===== src/rtl/csel_pkg.sv =====
package csel_pkg;
  localparam int XLEN        = 64;
  localparam int WLEN        = 32;
  localparam int LANE_W      = 16;
  localparam int NLANES      = XLEN / LANE_W;
  localparam int WLANES      = WLEN / LANE_W;
  localparam int SMALL_IMM_W = 12;
  localparam int IMM_W       = LANE_W;
  localparam int SHAMT_W     = $clog2(XLEN);
  localparam int NSLOT       = 6;

  typedef enum logic [2:0] {
    FORM_NONE  = 3'd0,
    FORM_ADD   = 3'd1,
    FORM_SUB_W = 3'd2,
    FORM_SUB_X = 3'd3,
    FORM_ZFILL = 3'd4,
    FORM_INV_W = 3'd5,
    FORM_INV_X = 3'd6
  } form_e;

  typedef struct packed {
    logic               hit;
    logic [IMM_W-1:0]   imm;
    logic [SHAMT_W-1:0] shamt;
  } cand_t;

  // Priority slot to form code; slot 0 is the most preferred.
  function automatic form_e slot_form(int slot);
    case (slot)
      0:       return FORM_ADD;
      1:       return FORM_SUB_W;
      2:       return FORM_SUB_X;
      3:       return FORM_ZFILL;
      4:       return FORM_INV_W;
      5:       return FORM_INV_X;
      default: return FORM_NONE;
    endcase
  endfunction

  // Value an instruction of the given form writes to a 64-bit register.
  function automatic logic [XLEN-1:0] rebuild(form_e f, logic [IMM_W-1:0] imm,
                                              logic [SHAMT_W-1:0] sh);
    logic [XLEN-1:0] placed;
    logic [XLEN-1:0] neg;
    placed = XLEN'(imm) << sh;
    neg    = '0 - placed;
    case (f)
      FORM_ADD, FORM_ZFILL: return placed;
      FORM_SUB_X:           return neg;
      FORM_SUB_W:           return {{(XLEN-WLEN){1'b0}}, neg[WLEN-1:0]};
      FORM_INV_X:           return ~placed;
      FORM_INV_W:           return {{(XLEN-WLEN){1'b0}}, ~placed[WLEN-1:0]};
      default:              return '0;
    endcase
  endfunction
endpackage


===== src/rtl/csel_imm12_match.sv =====
// Matches value = +/-(k << s) modulo 2^REG_W, k a SMALL_IMM_W-bit field,
// s in {0, SMALL_IMM_W}. NEGATE selects the subtract-from-zero variant.
module csel_imm12_match
  import csel_pkg::*;
#(
  parameter int REG_W   = XLEN,
  parameter bit NEGATE  = 1'b0,
  parameter int FIELD_W = SMALL_IMM_W
) (
  input  logic [REG_W-1:0] opnd_i,
  output cand_t            cand_o
);
  localparam int HI_END = 2 * FIELD_W;

  logic [REG_W-1:0] mag;
  logic             low_ok;
  logic             high_ok;
  logic             nonzero_ok;

  always_comb begin
    mag        = NEGATE ? (~opnd_i + REG_W'(1)) : opnd_i;
    low_ok     = (mag >> FIELD_W) == '0;
    high_ok    = ((mag >> HI_END) == '0) && (mag[FIELD_W-1:0] == '0);
    // Zero itself belongs to the add form; a subtract of zero is never chosen.
    nonzero_ok = NEGATE ? (mag != '0) : 1'b1;
    cand_o     = '0;
    if (low_ok && nonzero_ok) begin
      cand_o.hit   = 1'b1;
      cand_o.imm   = IMM_W'(mag[FIELD_W-1:0]);
      cand_o.shamt = '0;
    end else if (high_ok && nonzero_ok) begin
      cand_o.hit   = 1'b1;
      cand_o.imm   = IMM_W'(mag[HI_END-1:FIELD_W]);
      cand_o.shamt = SHAMT_W'(FIELD_W);
    end
  end
endmodule


===== src/rtl/csel_lane_match.sv =====
// Finds the lowest lane such that all other lanes equal the fill pattern.
module csel_lane_match
  import csel_pkg::*;
#(
  parameter int NL        = NLANES,
  parameter bit FILL_ONES = 1'b0
) (
  input  logic [NL*LANE_W-1:0] opnd_i,
  output cand_t                cand_o
);
  localparam logic [LANE_W-1:0] FILL = {LANE_W{FILL_ONES}};

  logic [NL-1:0] is_fill;
  logic [NL-1:0] others_ok;

  for (genvar g = 0; g < NL; g++) begin : g_lane
    assign is_fill[g]   = opnd_i[g*LANE_W +: LANE_W] == FILL;
    assign others_ok[g] = &(is_fill | (NL'(1) << g));
  end

  always_comb begin
    cand_o = '0;
    for (int i = NL - 1; i >= 0; i--) begin
      if (others_ok[i]) begin
        cand_o.hit   = 1'b1;
        cand_o.imm   = opnd_i[i*LANE_W +: LANE_W] ^ FILL;
        cand_o.shamt = SHAMT_W'(i * LANE_W);
      end
    end
  end
endmodule


===== src/rtl/csel_prio.sv =====
// Fixed-priority pick among qualified candidates; slot 0 wins.
module csel_prio
  import csel_pkg::*;
#(
  parameter int NS = NSLOT
) (
  input  cand_t [NS-1:0] cands_i,
  input  logic  [NS-1:0] allow_i,
  output form_e          form_o,
  output cand_t          pick_o
);
  always_comb begin
    form_o = FORM_NONE;
    pick_o = '0;
    for (int i = NS - 1; i >= 0; i--) begin
      if (cands_i[i].hit && allow_i[i]) begin
        form_o = slot_form(i);
        pick_o = cands_i[i];
      end
    end
  end
endmodule


===== src/rtl/csel_const_selector.sv =====
module csel_const_selector
  import csel_pkg::*;
(
  input  logic                clk,
  input  logic                rst,
  input  logic [XLEN-1:0]     target_i,
  input  logic                wide_i,
  output logic                fit_o,
  output logic                literal_o,
  output logic [2:0]          form_o,
  output logic [IMM_W-1:0]    imm_o,
  output logic [SHAMT_W-1:0]  shamt_o
);
  cand_t              add_c, subw_c, subx_c, zfill_c, invw_c, invx_c;
  cand_t [NSLOT-1:0]  cands;
  logic  [NSLOT-1:0]  allow;
  logic               upper_zero;
  logic               narrow_ok;
  form_e              pick_form;
  cand_t              pick;

  assign upper_zero = target_i[XLEN-1:WLEN] == '0;
  assign narrow_ok  = wide_i || upper_zero;

  csel_imm12_match #(.REG_W(XLEN), .NEGATE(1'b0)) u_add (
    .opnd_i(target_i), .cand_o(add_c));
  csel_imm12_match #(.REG_W(WLEN), .NEGATE(1'b1)) u_subw (
    .opnd_i(target_i[WLEN-1:0]), .cand_o(subw_c));
  csel_imm12_match #(.REG_W(XLEN), .NEGATE(1'b1)) u_subx (
    .opnd_i(target_i), .cand_o(subx_c));
  csel_lane_match #(.NL(NLANES), .FILL_ONES(1'b0)) u_zfill (
    .opnd_i(target_i), .cand_o(zfill_c));
  csel_lane_match #(.NL(WLANES), .FILL_ONES(1'b1)) u_invw (
    .opnd_i(target_i[WLEN-1:0]), .cand_o(invw_c));
  csel_lane_match #(.NL(NLANES), .FILL_ONES(1'b1)) u_invx (
    .opnd_i(target_i), .cand_o(invx_c));

  assign cands = {invx_c, invw_c, zfill_c, subx_c, subw_c, add_c};
  assign allow = {wide_i, upper_zero, narrow_ok, wide_i, upper_zero, narrow_ok};

  csel_prio #(.NS(NSLOT)) u_prio (
    .cands_i(cands), .allow_i(allow), .form_o(pick_form), .pick_o(pick));

  logic               fit_q, lit_q, primed_q;
  form_e              form_q;
  logic [IMM_W-1:0]   imm_q;
  logic [SHAMT_W-1:0] shamt_q;

  always_ff @(posedge clk) begin
    if (rst) begin
      fit_q    <= 1'b0;
      lit_q    <= 1'b0;
      primed_q <= 1'b0;
      form_q   <= FORM_NONE;
      imm_q    <= '0;
      shamt_q  <= '0;
    end else begin
      fit_q    <= pick.hit;
      lit_q    <= !pick.hit;
      primed_q <= 1'b1;
      form_q   <= pick_form;
      imm_q    <= pick.imm;
      shamt_q  <= pick.shamt;
    end
  end

  assign fit_o     = fit_q;
  assign literal_o = lit_q;
  assign form_o    = form_q;
  assign imm_o     = imm_q;
  assign shamt_o   = shamt_q;


  fit_lit_exclusive_chk: assert property (@(posedge clk) disable iff (rst)
    primed_q |-> (fit_o ^ literal_o));


  rebuild_matches_chk: assert property (@(posedge clk) disable iff (rst)
    fit_o |-> rebuild(form_q, imm_o, shamt_o) == $past(target_i));


  narrow_forms_chk: assert property (@(posedge clk) disable iff (rst)
    (fit_o && !$past(wide_i)) |->
      (form_q != FORM_SUB_X && form_q != FORM_INV_X && $past(target_i[XLEN-1:WLEN]) == '0));


  literal_clean_chk: assert property (@(posedge clk) disable iff (rst)
    literal_o |-> (form_q == FORM_NONE && imm_o == '0 && shamt_o == '0));


  small_imm_range_chk: assert property (@(posedge clk) disable iff (rst)
    (fit_o && (form_q == FORM_ADD || form_q == FORM_SUB_W || form_q == FORM_SUB_X)) |->
      (imm_o[IMM_W-1:SMALL_IMM_W] == '0 &&
       (shamt_o == '0 || shamt_o == SHAMT_W'(SMALL_IMM_W))));
endmodule


===== config.mk =====
export PLATFORM = sky130hd
export DESIGN_NAME = csel_const_selector
export DESIGN_NICKNAME = d
export VERILOG_FILES = /design/src/rtl/csel_pkg.sv /design/src/rtl/csel_imm12_match.sv /design/src/rtl/csel_lane_match.sv /design/src/rtl/csel_prio.sv /design/src/rtl/csel_const_selector.sv
export SDC_FILE = /design/constraint.sdc
export NUM_CORES = 1
export LEC_CHECK = 0
export ABC_CLOCK_PERIOD_IN_PS = 4800
export BUFFER_PORTS_ARGS = -buffer_cell sky130_fd_sc_hd__buf_2
export CAP_MARGIN = 10
export CELL_PAD_IN_SITES_DETAIL_PLACEMENT = 0
export CELL_PAD_IN_SITES_GLOBAL_PLACEMENT = 1
export CORE_MARGIN = 4
export CORE_UTILIZATION = 40
export CTS_CLUSTER_SIZE = 30
export DETAILED_ROUTE_END_ITERATION = 16
export PLACE_DENSITY = 0.94
export SLEW_MARGIN = 25
export SYNTH_ARGS = -nofsm -noshare
export SYNTH_HDL_FRONTEND = slang
export SYNTH_SLANG_ARGS = --single-unit

===== constraint.sdc =====
create_clock -name clk -period 4.8 [get_ports clk]
set_clock_uncertainty 0.2 [all_clocks]
set_input_delay 0.24 -clock clk [delete_from_list [all_inputs] [get_ports clk]]
set_output_delay 0.24 -clock clk [all_outputs]
set_load 0.005 [all_outputs]

==> summary.txt, run 1 <==
Run status
  – Status: finished, final reports clean

Route
  – Number of nets with antenna violations after routing: 0
  – Drt total wl: 22400 um
  – Iteration-0 DRC Markers: 872
  – Drt pass-1 iters: 6
  – Vias: 6432
  – Drt wl/cell: 24.6 um
  – DRC viols: 0
  – Drt via density: 7.05

Floorplan
  – Die H: 116 um
  – Core ar.: 0.0114 mm2
  – Die ar.: 0.0135 mm2
  – Io pins: 94
  – # rows: 39
  – Die width: 116 um
  – Starting density of the core: 0.410

Logic synthesis
  – Total of warnings raised by yosys: 0
  – Sequential-to-total area share from yosys stat: 0.103
  – Netlist cell types: 74
  – Synth area leaders: dfxtp_1, nor2_1, a21oi_1
  – Synth Flop Type: dfxtp_1
  – Cell Area, Synth: 0.00468 mm2
  – Post-synth top area cell: dfxtp_1
  – Synth Register Bits: 24
  – Cells after synthesis: 730
  – Number of synthesized flops with an enable pin: 0
  – Syn avg cell area: 6.41 um2
  – Async SR Flop Fraction: 0
  – Top cell type's share of synthesized area: 0.103

Critical path
  – Worst path required time: 4790 ps
  – CP Data Arrival Time: 4250 ps
  – Crit. End Element: register
  – Startpoint Class: primary input
  – Critical path peak fanout: 11
  – Worst setup startpoint: target_i[1]
  – Crit Path Class: primary input to register

Pwr
  – Switching share of power: 0.342
  – Comb power frac: 0.323
  – Leakage: 1.74 nW
  – Pint: 0.000424 W
  – Clock power frac: 0.367
  – Overall Power: 0.000644 W
  – Sw power: 0.000220 W
  – Seq pwr share: 0.310
  – VDD IR max: 0.169 mV
  – Pwr/cell area: 122 mW/mm2

Final layout
  – Layout area overhead: 12.6%
  – Non-Filler Instances: 912
  – Number of diodes: 0
  – Net count, final: 840
  – Ratio of cells with drive above 1 in the final layout: 0.189
  – Layout Utilization: 0.462

GRT
  – Most used routing layer: met2
  – M3 GR Usage: 0.0642
  – Met1 global-route usage: 0.421
  – Initial antenna violation count: 0
  – Met2 Use GR: 0.511
  – Vias in the first global route: 5852
  – Total gr overflow: 0
  – Largest net degree at the start of global routing: 16
  – Gr usage total: 0.320
  – Global-route wire length before repair: 33700 um

Timing
  – Setup_tns: 0 ps
  – Fmax: 235 MHz
  – Relative slew slack: 0.415
  – Final Hold Viols: 0
  – Part of the cycle the worst path needs: 0.887
  – Final setup margin: 542 ps
  – Unrepaired setup endpoints after global routing: no
  – Slew Viols, Final: 0
  – Setup violations, final: 0
  – Post-layout min period: 4260 ps
  – Worst-Margin Slew: 866 ps

CTS
  – Num Clock Sinks: 24
  – CTS Buf Count: 3
  – CTS tree: built
  – Root buf cell: clkbuf_16
  – # H-tree levels: 1
  – Worst-path clk slew: 60 ps
  – Clk buf depth: 2
  – Resized Gates After CTS: 0

Placement
  – I/O Buffers: 91
  – Dpl ws: 366 ps
  – Routability cong.: 1.05
  – Cell count after placement: 907
  – Hpwl dp: 17600 um

Min path
  – Hold Startpoint: wide_i
  – WHS Endpoint: shamt_o[5]
  – Hold depth: 3
  – Worst min-delay path category: primary input to register

Job
  – Max_cap viols: 0
Yosys cell counts (13+ instances only):
master / n
xnor2_1: 18
nand3_1: 31
nor3_1: 33
nand4_1: 32
o22ai_1: 23
nand2_1: 59
o21ai_0: 22
a21oi_1: 55
or3_1: 13
xor2_1: 13
o221ai_1: 14
dfxtp_1: 24
a22oi_1: 21
nor2_1: 78
nor4_1: 30
clkbuf_1: 65
layer usage:
layer  share of wire  vias up  wire [um]
met5               0        -          0
met1            0.38     2988       8610
met2            0.45      482      10000
met3            0.12       77       2710
met4           0.048        0       1080
li1                -     2885          -
power by group through the flow:
stage	Combinational, W	Sequential, W	Clock (W)
after floorplan	0.000120	0.000204	0
after global placement	0.000198	0.000204	0
after detailed placement	0.000199	0.000204	0
after CTS	0.000200	0.000200	0.000239
after global routing	0.000220	0.000199	0.000250
final	0.000208	0.000200	0.000236
layout make-up:
type / instances / area (um2)
sequential: 24 / 480
inverter: 12 / 45.0
tap: 143 / 179
timing repair buffer: 117 / 653
clock inverter: 1 / 30.0
clock buffer: 3 / 75.1
multi-input combinational: 612 / 3810
fill: 1257 / 6150
placed cells by master, fill, tap and decap left out, types with 7 or more instances in the layout:
cell type / n
and3_1: 9
xor2_1: 13
and2_1: 7
nand3_1: 31
buf_4: 25
o221ai_1: 14
o22ai_1: 23
inv_1: 12
a22oi_1: 21
a21oi_1: 55
buf_2: 91
nor3_1: 33
o21ai_0: 22
or3_1: 13
nor4_1: 30
nand2_1: 59
nand4_1: 32
a31oi_1: 8
dfxtp_1: 24
xnor2_1: 18
nor2_1: 78
or4_1: 11
o22a_1: 9
nand2b_1: 11
per-stage QoR:
step / hold slack [ps] / instance area (um2)
4_1_cts: 246 / 5270
2_1_floorplan: 109 / 4690
3_3_place_gp: 249 / 5160
6_report: 262 / 5270
3_5_place_dp: 248 / 5160
5_1_grt: 288 / 5270
kinds of logic after synthesis:
group / synth area share
AND/OR/NAND/NOR: 0.392
AO/OA/AOI/OAI: 0.336
buffers and inverters: 0.0847
XOR/XNOR: 0.0580
flip-flops: 0.103
multiplexers: 0.0134
adder cells (fa/ha/maj): 0.0123
other: 0.000801
sequential cells by signal, summed over array words and instances (netlist names):
signal,cells
form_o,3
literal_o,1
shamt_o,3
imm_o,16
fit_o,1
worst max-delay path, cell delays in order:
cell	delay [ps]
buf_2	160
inv_1	120
ha_1	270
nor4b_4	400
and4_1	300
and4_1	380
or4b_1	490
a221oi_2	240
nand4_1	110
or4_4	600
and2_1	300
or4b_1	530
o21ai_1	80
repair_timing:
item	4_1_cts	5_1_grt
hold endpoints to repair	2	0
buffers inserted	0	0
hold buffers	1	0
setup endpoints to repair	0	0
worst max-delay path by stage:
stage                       to  slack [ps]
global placement    shamt_o[2]         450
detailed placement  shamt_o[2]         370
global route          imm_o[2]         360
CTS                 shamt_o[2]         640
floorplan           shamt_o[2]         720
finish              shamt_o[2]         540
(Power assumes the default switching activity.)
==> run 2: changes to the inputs <==
ABC_AREA = 1   (was not set)
CORE_UTILIZATION = 38   (was 40)
PLACE_DENSITY = 0.93   (was 0.94)
==> run 2 against run 1 <==
Compared with the run above: area after synthesis grew 17%; hold slack got worse by 140 ps; die area is 22% higher; final cell count rose by 45%; largest power group unchanged; global-route usage is 0.65 points lower; flip-flop and latch count is the same; worst setup slack improved by 930 ps; first-iteration DRC count grew 5.4%.
==> summary.txt, run 2 <==
Placement
  – Dpl ws: 1280 ps (+915 ps)
  – Routability cong.: 1.08 (+2.8%)
  – I/O Buffers: 91 (unchanged)
  – Hpwl dp: 22100 um (+26%)
  – Placed cell area: 0.00603 mm2 (+17%)

Timing
  – Relative slew slack: 0.327 (-0.0878)
  – Setup_tns: 0 ps (unchanged)
  – Setup violations, final: 0 (unchanged)
  – Fmax: 300 MHz (+28%)
  – Final Hold Viols: 0 (unchanged)
  – Worst-Margin Slew: 1000 ps (+134 ps)
  – Post-layout min period: 3330 ps (-930 ps)
  – Final setup margin: 1470 ps (+930 ps)
  – Slew Viols, Final: 0 (unchanged)
  – Part of the cycle the worst path needs: 0.693 (-0.194)
  – Unrepaired setup endpoints after global routing: no

Logic synthesis
  – Synth Flop Type: dfxtp_1
  – Top cell type's share of synthesized area: 0.217 (+0.114)
  – Async SR Flop Fraction: 0 (unchanged)
  – Syn avg cell area: 5.11 um2 (-20%)
  – Synth area leaders: nand2_1, nor2_1, nand3_1
  – Sequential-to-total area share from yosys stat: 0.0875 (-0.0151)
  – Total of warnings raised by yosys: 0 (unchanged)
  – Cells after synthesis: 1074 (+47%)
  – Cell Area, Synth: 0.00549 mm2 (+17%)
  – Number of synthesized flops with an enable pin: 0 (unchanged)
  – Synth Register Bits: 24 (unchanged)
  – Most common cell in the netlist: nand2_1
  – Netlist cell types: 49 (-34%)
  – Post-synth top area cell: nand2_1
  – Commonest cells post-synth: nand2_1, nor2_1, inv_1

Floorplan
  – Core ar.: 0.0140 mm2 (+23%)
  – Starting density of the core: 0.391 (-0.0191)
  – Die width: 128 um (+10%)
  – Io pins: 94 (unchanged)
  – Die H: 128 um (+10%)
  – Die ar.: 0.0164 mm2 (+22%)
  – # rows: 43 (+10%)

GRT
  – Global-route wire length before repair: 39900 um (+18%)
  – Most used routing layer: met2
  – Met2 Use GR: 0.498 (-0.0136)
  – Met1 global-route usage: 0.400 (-0.0205)
  – Total gr overflow: 0 (unchanged)
  – Gr usage total: 0.313 (-0.00649)
  – Largest net degree at the start of global routing: 27 (+11)
  – M3 GR Usage: 0.0583 (-0.00592)
  – Initial antenna violation count: 0 (unchanged)
  – Vias in the first global route: 7049 (+20%)

Job
  – Max_cap viols: 0 (unchanged)

Min path
  – Worst min-delay path category: primary input to register

Critical path
  – Crit Path Class: primary input to register
  – Startpoint Class: primary input
  – Crit. End Element: register
  – Worst path required time: 4750 ps (-40 ps)
  – Slowest stage delay, CP: 530 ps (-70 ps)
  – Critical path peak fanout: 15 (+4)
  – CP Data Arrival Time: 3280 ps (-970 ps)
  – Critical-path cell list: buf_2 > inv_1 > ha_1 > nand2_4 > nor2_2 > nand3_1 > xor2_1 > nand2_1 > nor2_1 > nand3_1 > nor2_1 > nand3_1 > nand2_2 > nand2_4 > nand2_2 > nor2_1
  – CP max-delay cell: nor2_1

Pwr
  – Switching share of power: 0.359 (+0.0167)
  – Pint: 0.000421 W (-0.74%)
  – Comb power frac: 0.332 (+0.009)
  – Seq pwr share: 0.304 (-0.006)
  – Sw power: 0.000235 W (+6.8%)
  – VDD IR max: 0.105 mV (-38%)
  – Leakage: 2.87 nW (+66%)
  – Clock power frac: 0.364 (-0.003)
  – Pwr/cell area: 107 mW/mm2 (-13%)

CTS
  – Num Clock Sinks: 24 (unchanged)
  – Number of setup buffers added after CTS: 0 (unchanged)
  – CTS tree: built
  – Root buf cell: clkbuf_16
  – CTS Buf Count: 3 (unchanged)
  – # H-tree levels: 1 (unchanged)
  – Resized Gates After CTS: 0 (unchanged)
  – Clk buf depth: 2 (unchanged)
  – Worst-path clk slew: 70 ps (about the same)

Final layout
  – Layout area overhead: 11.9%
  – Layout Utilization: 0.437 (-0.0242)
  – Number of diodes: 0 (unchanged)
  – Commonest non-fill, non-tap cells in the layout: nand2_1, nor2_1, inv_1, nand3_1, buf_2
  – Ratio of cells with drive above 1 in the final layout: 0.150 (-0.0383)
  – Max reg flops: 16 (unchanged)
  – Commonest non-fill, non-tap cell in the layout: nand2_1
  – Final instance area: 0.00614 mm2 (+17%)
  – Net count, final: 1216 (+45%)

Route
  – Drt total wl: 26700 um (+19%)
  – Drt pass-1 iters: 7 (+1)
  – Drt via density: 5.77 (-18%)
  – Iteration-0 DRC Markers: 919 (+5.4%)
  – Vias: 7646 (+19%)
  – Drt wl/cell: 20.2 um (-18%)
  – DRC viols: 0 (unchanged)
  – Number of nets with antenna violations after routing: 0 (unchanged)

Run status
  – Status: finished, final reports clean
-- run 2: cell types whose count changed after synthesis, sizes merged, moves of 28 or more --
cell    before  now
nand2       59  336
nor2        78  221
inv         12  119
nand3       31  109
clkbuf      66    8
nor4        34    3
o21ai       26   54
-- run 2: per-layer routing --
layer  up-vias  part of all wire
li1       3654                 -
met1      3374              0.39
met2       517              0.44
met3       101              0.11
met4         0             0.060
met5         -                 0
-- run 2: worst max-delay path, delay by kind of cell --
kind                       cells  cell delay, ps
buffers and inverters          2             310
adders and majority gates      1             320
and+or+nand+nor               12            2060
xor gates and xnor gates       1             340
-- run 2: cell type report --
class                   instances  area (um2)
clock buffers                   3        75.1
fillers                      1591        7900
clock inverters                 1        30.0
multi-input cells             901        4390
repair buffers                 95         488
inverters                     121         457
well taps                     180         225
flip-flops and latches         24         480
-- run 2: logic make-up after synthesis --
kind of cell               synth area share
AOI/OAI and AO/OA                     0.144
xor gates and xnor gates             0.0495
adders and majority gates           0.00684
buffers and inverters                 0.114
DFF                                  0.0875
other                              0.000683
and+or+nand+nor                       0.598
-- run 2: repair_timing --
action,CTS,global route
hold endpoints to repair,1,0
setup endpoints to repair,0,0
hold buffers,1,0
-- run 2: metrics by stage --
| stage | power [W] | instances | hold WS, ps |
|---|---|---|---|
| 6_report | 0.000656 | 1325 | 120 |
| 5_1_grt | 0.000682 | 1325 | 134 |
| 4_1_cts | 0.000651 | 1325 | 118 |
| 3_5_place_dp | 0.000413 | 1320 | 264 |
| 3_3_place_gp | 0.000416 | 1320 | 282 |
| 2_1_floorplan | 0.000304 | 1075 | 109 |
-- run 2: power by group through the flow --
| stage | Combinational, W | Clock (W) | Sequential [W] |
|---|---|---|---|
| 4_1_cts | 0.000211 | 0.000241 | 0.000200 |
| 3_5_place_dp | 0.000209 | 0 | 0.000204 |
| 3_3_place_gp | 0.000211 | 0 | 0.000204 |
| 6_report | 0.000218 | 0.000239 | 0.000200 |
| 5_1_grt | 0.000232 | 0.000251 | 0.000199 |
| 2_1_floorplan | 0.0000996 | 0 | 0.000204 |
-- run 2: worst paths after layout --
path,depth (start not counted),startpoint,endpoint,slack [ps]
max,16,target_i[1],shamt_o[4],1470
min,3,wide_i,shamt_o[5],120
